## config.mk

```make
export PLATFORM = sky130hd
export DESIGN_NAME = pipe_depth_sequencer
export DESIGN_NICKNAME = d
export VERILOG_FILES = /design/src/rtl/pds_pkg.sv /design/src/rtl/pds_step_ctrl.sv /design/src/rtl/pds_pattern_gen.sv /design/src/rtl/pds_stage_gate.sv /design/src/rtl/pipe_depth_sequencer.sv
export SDC_FILE = /design/constraint.sdc
export NUM_CORES = 1
export LEC_CHECK = 0
export ABC_CLOCK_PERIOD_IN_PS = 1740
export BUFFER_PORTS_ARGS = -buffer_cell sky130_fd_sc_hd__buf_2
export CAP_MARGIN = 30
export CORE_ASPECT_RATIO = 0.8
export CORE_MARGIN = 2
export CORE_UTILIZATION = 45
export DETAILED_ROUTE_END_ITERATION = 6
export GPL_TIMING_DRIVEN = 1
export HOLD_SLACK_MARGIN = 0.12
export PLACE_DENSITY = 0.75
export SLEW_MARGIN = 15
export SYNTH_ARGS = -nofsm -noshare
export SYNTH_HDL_FRONTEND = slang
export SYNTH_SLANG_ARGS = --single-unit
```

## constraint.sdc

```tcl
create_clock -name clk -period 1.74 [get_ports clk]
set_clock_uncertainty 0.15 [all_clocks]
set_input_delay 0.087 -clock clk [delete_from_list [all_inputs] [get_ports clk]]
set_output_delay 0.087 -clock clk [all_outputs]
set_load 0.02 [all_outputs]
```

## src/rtl/pds_pkg.sv

```systemverilog
package pds_pkg;

  typedef enum logic [1:0] {
    SEQ_IDLE = 2'd0,
    SEQ_RUN  = 2'd1,
    SEQ_DONE = 2'd2
  } seq_state_e;

  // Step at which a stage joins the stall front with no advance.
  function automatic int nominal_step(input int stage, input int n, input logic to_short);
    if (to_short) return (stage + 1) / 2;
    return n - 1 - stage;
  endfunction

  // Index of the final pattern step for a direction.
  function automatic int final_step(input int n, input logic to_short);
    if (to_short) return (n - 1) / 2;
    return n - 1;
  endfunction

endpackage

```

## src/rtl/pds_step_ctrl.sv

```systemverilog
module pds_step_ctrl
  import pds_pkg::*;
#(
  parameter int NUM_STAGES = 5,
  parameter int STEP_W     = 3
) (
  input  logic              clk,
  input  logic              rst_n,
  input  logic              req_short_i,
  input  logic              req_long_i,
  output seq_state_e        state_o,
  output logic [STEP_W-1:0] step_o,
  output logic              to_short_o,
  output logic              short_mode_o,
  output logic              done_o,
  output logic              busy_o
);

  localparam logic [STEP_W-1:0] LAST_SHORT = STEP_W'(final_step(NUM_STAGES, 1'b1));
  localparam logic [STEP_W-1:0] LAST_LONG  = STEP_W'(final_step(NUM_STAGES, 1'b0));

  seq_state_e        state_q, state_d;
  logic [STEP_W-1:0] step_q, step_d;
  logic              dir_q, dir_d;
  logic              mode_q, mode_d;
  logic              accept;
  logic [STEP_W-1:0] last_step;

  assign accept    = (state_q == SEQ_IDLE) && (req_short_i ^ req_long_i)
                     && (req_short_i != mode_q);
  assign last_step = dir_q ? LAST_SHORT : LAST_LONG;

  always_comb begin
    state_d = state_q;
    step_d  = step_q;
    dir_d   = dir_q;
    mode_d  = mode_q;
    unique case (state_q)
      SEQ_IDLE: begin
        if (accept) begin
          state_d = SEQ_RUN;
          step_d  = '0;
          dir_d   = req_short_i;
        end
      end
      SEQ_RUN: begin
        if (step_q == last_step) state_d = SEQ_DONE;
        else                     step_d  = step_q + 1'b1;
      end
      SEQ_DONE: begin
        state_d = SEQ_IDLE;
        mode_d  = dir_q;
      end
      default: state_d = SEQ_IDLE;
    endcase
  end

  always_ff @(posedge clk or negedge rst_n) begin
    if (!rst_n) begin
      state_q <= SEQ_IDLE;
      step_q  <= '0;
      dir_q   <= 1'b0;
      mode_q  <= 1'b0;
    end else begin
      state_q <= state_d;
      step_q  <= step_d;
      dir_q   <= dir_d;
      mode_q  <= mode_d;
    end
  end

  assign state_o      = state_q;
  assign step_o       = step_q;
  assign to_short_o   = dir_q;
  assign short_mode_o = mode_q;
  assign done_o       = (state_q == SEQ_DONE);
  assign busy_o       = (state_q != SEQ_IDLE);

  assert_done_single_R4: assert property (@(posedge clk) disable iff (!rst_n)
    done_o |=> !done_o);

  assert_mode_only_at_done_R4: assert property (@(posedge clk) disable iff (!rst_n)
    !done_o |=> $stable(short_mode_o));

  assert_drop_while_busy_R6: assert property (@(posedge clk) disable iff (!rst_n)
    (busy_o && !done_o) |=> busy_o);

endmodule

```

## src/rtl/pds_pattern_gen.sv

```systemverilog
module pds_pattern_gen
  import pds_pkg::*;
#(
  parameter int                         NUM_STAGES = 5,
  parameter int                         STEP_W     = 3,
  parameter int                         OFS_W      = 4,
  parameter logic [NUM_STAGES*OFS_W-1:0] ADV_OFFSET = '0
) (
  input  seq_state_e            state_i,
  input  logic [STEP_W-1:0]     step_i,
  input  logic                  to_short_i,
  output logic [NUM_STAGES-1:0] l2s_o,
  output logic [NUM_STAGES-1:0] s2l_o
);

  logic running, finishing;
  assign running   = (state_i == SEQ_RUN);
  assign finishing = (state_i == SEQ_DONE);

  for (genvar gi = 0; gi < NUM_STAGES; gi++) begin : g_stage
    localparam int OFS   = int'(ADV_OFFSET[gi*OFS_W +: OFS_W]);
    localparam int NOM_S = nominal_step(gi, NUM_STAGES, 1'b1);
    localparam int NOM_L = nominal_step(gi, NUM_STAGES, 1'b0);
    localparam logic [STEP_W-1:0] THR_S = STEP_W'((NOM_S > OFS) ? (NOM_S - OFS) : 0);
    localparam logic [STEP_W-1:0] THR_L = STEP_W'((NOM_L > OFS) ? (NOM_L - OFS) : 0);

    logic hit_s, hit_l;
    always_comb begin
      hit_s = finishing || (running && (step_i >= THR_S));
      hit_l = finishing || (running && (step_i >= THR_L));
      l2s_o[gi] = to_short_i  && hit_s;
      s2l_o[gi] = !to_short_i && hit_l;
    end
  end

endmodule

```

## src/rtl/pds_stage_gate.sv

```systemverilog
module pds_stage_gate #(
  parameter logic MERGEABLE = 1'b0
) (
  input  logic clk,
  input  logic rst_n,
  input  logic l2s_i,
  input  logic s2l_i,
  input  logic done_i,
  output logic clk_en_o,
  output logic bypass_o
);

  logic bypass_q, bypass_d;

  always_comb begin
    bypass_d = bypass_q;
    if (done_i) bypass_d = MERGEABLE & l2s_i;
  end

  always_ff @(posedge clk or negedge rst_n) begin
    if (!rst_n) bypass_q <= 1'b0;
    else        bypass_q <= bypass_d;
  end

  assign clk_en_o = !(l2s_i || s2l_i);
  assign bypass_o = bypass_q;

  assert_bypass_hold_R9: assert property (@(posedge clk) disable iff (!rst_n)
    !done_i |=> $stable(bypass_o));

  assert_bypass_target_R9: assert property (@(posedge clk) disable iff (!rst_n)
    (done_i && s2l_i) |=> !bypass_o);

endmodule

```

## src/rtl/pipe_depth_sequencer.sv

```systemverilog
module pipe_depth_sequencer
  import pds_pkg::*;
#(
  parameter int                         NUM_STAGES = 5,
  parameter int                         OFS_W      = 4,
  parameter logic [NUM_STAGES-1:0]       MERGE_MASK = 5'b01010,
  parameter logic [NUM_STAGES*OFS_W-1:0] ADV_OFFSET = '0
) (
  input  logic                  clk,
  input  logic                  rst_n,
  input  logic                  req_short_i,
  input  logic                  req_long_i,
  output logic [NUM_STAGES-1:0] l2s_stall_o,
  output logic [NUM_STAGES-1:0] s2l_stall_o,
  output logic                  done_o,
  output logic                  busy_o,
  output logic                  short_mode_o,
  output logic [NUM_STAGES-1:0] stage_clk_en_o,
  output logic [NUM_STAGES-1:0] stage_bypass_o
);

  localparam int STEP_W = $clog2(NUM_STAGES + 1);

  seq_state_e        state;
  logic [STEP_W-1:0] step;
  logic              to_short;

  pds_step_ctrl #(
    .NUM_STAGES (NUM_STAGES),
    .STEP_W     (STEP_W)
  ) u_ctrl (
    .clk          (clk),
    .rst_n        (rst_n),
    .req_short_i  (req_short_i),
    .req_long_i   (req_long_i),
    .state_o      (state),
    .step_o       (step),
    .to_short_o   (to_short),
    .short_mode_o (short_mode_o),
    .done_o       (done_o),
    .busy_o       (busy_o)
  );

  pds_pattern_gen #(
    .NUM_STAGES (NUM_STAGES),
    .STEP_W     (STEP_W),
    .OFS_W      (OFS_W),
    .ADV_OFFSET (ADV_OFFSET)
  ) u_pat (
    .state_i    (state),
    .step_i     (step),
    .to_short_i (to_short),
    .l2s_o      (l2s_stall_o),
    .s2l_o      (s2l_stall_o)
  );

  for (genvar gi = 0; gi < NUM_STAGES; gi++) begin : g_gate
    pds_stage_gate #(
      .MERGEABLE (MERGE_MASK[gi])
    ) u_gate (
      .clk      (clk),
      .rst_n    (rst_n),
      .l2s_i    (l2s_stall_o[gi]),
      .s2l_i    (s2l_stall_o[gi]),
      .done_i   (done_o),
      .clk_en_o (stage_clk_en_o[gi]),
      .bypass_o (stage_bypass_o[gi])
    );
  end

  assert_one_direction_R10: assert property (@(posedge clk) disable iff (!rst_n)
    !((|l2s_stall_o) && (|s2l_stall_o)));

  assert_done_all_stalled_R4: assert property (@(posedge clk) disable iff (!rst_n)
    done_o |-> (&(l2s_stall_o | s2l_stall_o)));

  assert_release_after_done_R4: assert property (@(posedge clk) disable iff (!rst_n)
    done_o |=> ((l2s_stall_o == '0) && (s2l_stall_o == '0)));

  assert_stall_needs_busy_R5: assert property (@(posedge clk) disable iff (!rst_n)
    (|(l2s_stall_o | s2l_stall_o)) |-> busy_o);

  assert_front_grows_R2: assert property (@(posedge clk) disable iff (!rst_n)
    (busy_o && !done_o) |=>
      (((l2s_stall_o | s2l_stall_o) & $past(l2s_stall_o | s2l_stall_o))
        == $past(l2s_stall_o | s2l_stall_o)));

  assert_mode_stable_idle_R6: assert property (@(posedge clk) disable iff (!rst_n)
    !busy_o |=> $stable(short_mode_o));

endmodule

```

==> results by group <==
Clock tree
  – CTS clock-pin slew for the worst setup and hold paths: 70 ps
  – Depth of the CTS H-tree: 1
  – Maximum clock insertion buffer count: 2
  – Total CTS buffers: 3
  – Root Buffer Master: clkbuf_4
  – Clk sinks: 9
  – Clock Latency Late Sink: 270 ps
  – TritonCTS clock tree: yes

Setup path
  – Most used cell, CP: ha_4
  – Top Family by Delay on Critical Path: flip-flops
  – Critical Path Fanout Max: 4
  – Worst EP arrival: between 1500 and 2000 ps
  – WS Path Type: reg -> out
  – CP Cell Sequence: ha_4 > ha_4 > a211o_4 > a21oi_4 > mux2_4 > buf_6
  – CP endpoint kind: primary output
  – Setup crit start kind: flip-flop
  – R2R setup slack: roughly 40 ps
  – Critical Path RT: roughly 1500 ps
  – CP max stage delay: 450 ps
  – Worst path slowest cell: dfrtp_2
  – Crit path buffers/inverters: 1

Finish
  – Syn-to-layout area delta: 42.0%
  – Fin nets: around 140
  – ANT cells: 0
  – Share of cells above drive strength 1: 0.548

Yosys
  – Ys Warns: 0
  – Top-count cell post-synth: buf_4
  – Post-Synth Adder-Cell Area: 0.104
  – Count of flip-flops with a built-in enable after synthesis: 0
  – Yosys cell types: 33
  – Area fraction of the dominant cell type after synthesis: 0.267
  – Largest family of logic cells by synthesized area: buffers and inverters
  – Synthesized flop and latch total: 9
  – Post-synthesis compound-gate area fraction: 0.205
  – Synth top cells by count: 20 x buf_4, 12 x inv_1, 11 x nor2_1
  – Cell Area, Synth: 843 µm²
  – Synth Area in XOR/XNOR: 0
  – Largest area contributor in the netlist: dfrtp_1
  – Ys async rst share: 1.00
  – Synthesized area per cell: 8.27 µm²
  – Most used DFF post-synth: dfrtp_1
  – Post-synthesis mux area share: 0.0312
  – Synth Area in Simple Gates: 0.142
  – Sequential share of the synthesized area: 0.267
  – Syn Inst Count: 102
  – Synth top area cells: dfrtp_1 27%, buf_4 18%, ha_1 10%

STA
  – Period minus WS final: just under 2000 ps
  – Unrepaired setup endpoints after global routing: yes
  – Max Slew Vio Count: 0
  – Tcrit/Tclk final: 1.13
  – Fin Hold WS: ~380 ps
  – Fmax: around 510 MHz
  – Final setup fails: 11
  – Final Hold Fails: 0
  – Setup WS post-layout: -234 ps
  – Setup_tns: -1400 ps

Detailed routing
  – DR DRC count: 0
  – Drt pass-1 iters: 4
  – Post-Route WL: around 2.2 mm
  – Via count: 790
  – Drt initial violations: 50
  – ANT nets after route: 0
  – Vias per std cell: 5.34
  – Routed length per instance: 15.0 µm

Place
  – Post-DP HPWL: 1.30 mm
  – Port bufs: 23
  – RD Place Congestion: ~0.79

Global routing
  – GRT Total Usage: 0.187
  – Grt total ovfl: 0
  – Initial antenna violation count: 0
  – First-pass GRT wire length: 3.06 mm
  – Pin count of the biggest net entering global routing: 13
  – Number of global-route vias before repair: 670

Floorplanning
  – Die area: approximately 2200 µm²
  – Core Rows: 13
  – Io pins: 27
  – Core footprint: 1690 µm²
  – Starting Density: 0.499
  – Chip width: 52.4 µm
  – Die Height: around 43 µm

Outcome
  – Violated checks: setup timing
  – Outcome: complete, but fails checks

Job
  – Max-cap check violation count: 0

Worst hold path
  – Min-Delay Path Class: reg -> reg
kinds of logic after synthesis:
family / Yosys count
compound gates: 25
mux: 2
buf+inv: 35
other cells: 1
simple gates: 23
flops: 9
fa+ha+maj: 7
placed cells by master (no fill, tap or decap), types with 2 or more instances in the layout:
| cell | instances |
|---|---|
| buf_4 | 18 |
| buf_2 | 13 |
| inv_1 | 10 |
| nor2_1 | 9 |
| o21ai_0 | 6 |
| dfrtp_1 | 6 |
| buf_6 | 6 |
| ha_4 | 5 |
| dlygate4sd3_1 | 4 |
| a21oi_4 | 3 |
| a31oi_1 | 3 |
| nand2_1 | 3 |
| conb_1 | 3 |
| clkbuf_4 | 3 |
| dfrtp_2 | 3 |
| a21oi_2 | 2 |
| nor2_2 | 2 |
| inv_2 | 2 |
| mux2_4 | 2 |
flip-flops by register name (all words and copies together) (netlist names):
signal	flops
g_gate.u_gate.bypass_o	2
u_ctrl.short_mode_o	1
u_ctrl.state_o	2
u_ctrl.step_o	3
u_ctrl.to_short_o	1
worst reg2reg max path, delay by kind of cell, from the launching register on:
kind                       cells  cell delay [ps]
buffers and inverters          3              290
AOI/OAI and AO/OA              1              160
and+or+nand+nor                2              420
adders and majority gates      1              150
DFF                            1              420
metal layers:
| metal | part of all wire | wire (µm) | global-route usage | vias to the layer above |
|---|---|---|---|---|
| met5 | 0 | 0 | 0 | - |
| met4 | 0.020 | 44 | 0.0923 | 0 |
| met3 | 0.068 | 152 | 0.0634 | 8 |
| met2 | 0.51 | 1130 | 0.278 | 42 |
| met1 | 0.40 | 897 | 0.241 | 375 |
| li1 | - | - | - | 365 |
per-stage QoR:
stage,util,cells,instance area [µm²],setup slack (ps)
after floorplan,-,104,853,6.13
after global routing,0.708,148,1200,-281
after detailed placement,0.532,135,900,-42.1
after global placement,0.532,135,900,22.3
final,0.708,148,1200,-234
after CTS,0.643,145,1090,-221
what timing repair did:
action                                  CTS  global route
pin swaps                                 5             9
setup buffers                             2             3
endpoints found under the setup margin   13            17
hold endpoints to repair                 10             0
resized for setup                        27            22
hold buffers                              4             0
cell type report:
type / instances / area (µm²)
Fill cell: 116 / 494
Timing Repair Buffer: 41 / 308
Sequential cell: 9 / 229
Clock buffer: 4 / 26.3
Inverter: 12 / 45.0
Tap cell: 22 / 27.5
Multi-Input combinational cell: 60 / 562
worst paths after layout:
path | start | endpoint | cells past startpoint
max in group asynchronous | rst_n | u_ctrl.step_o[0] | 3
setup / recovery | u_ctrl.step_o[1] | stage_clk_en_o[1] | 6
hold / removal | g_gate[1].u_gate.bypass_o | g_gate[1].u_gate.bypass_o | 2
hold reg to reg | g_gate[1].u_gate.bypass_o | g_gate[1].u_gate.bypass_o | 2
setup reg to reg | u_ctrl.state_o[1] | u_ctrl.to_short_o | 7
min in group asynchronous | rst_n | u_ctrl.state_o[1] | 3
Power is left out: the tool's default activity adds up to more than one toggle a clock period on the data nets, which glitch-free logic cannot reach.
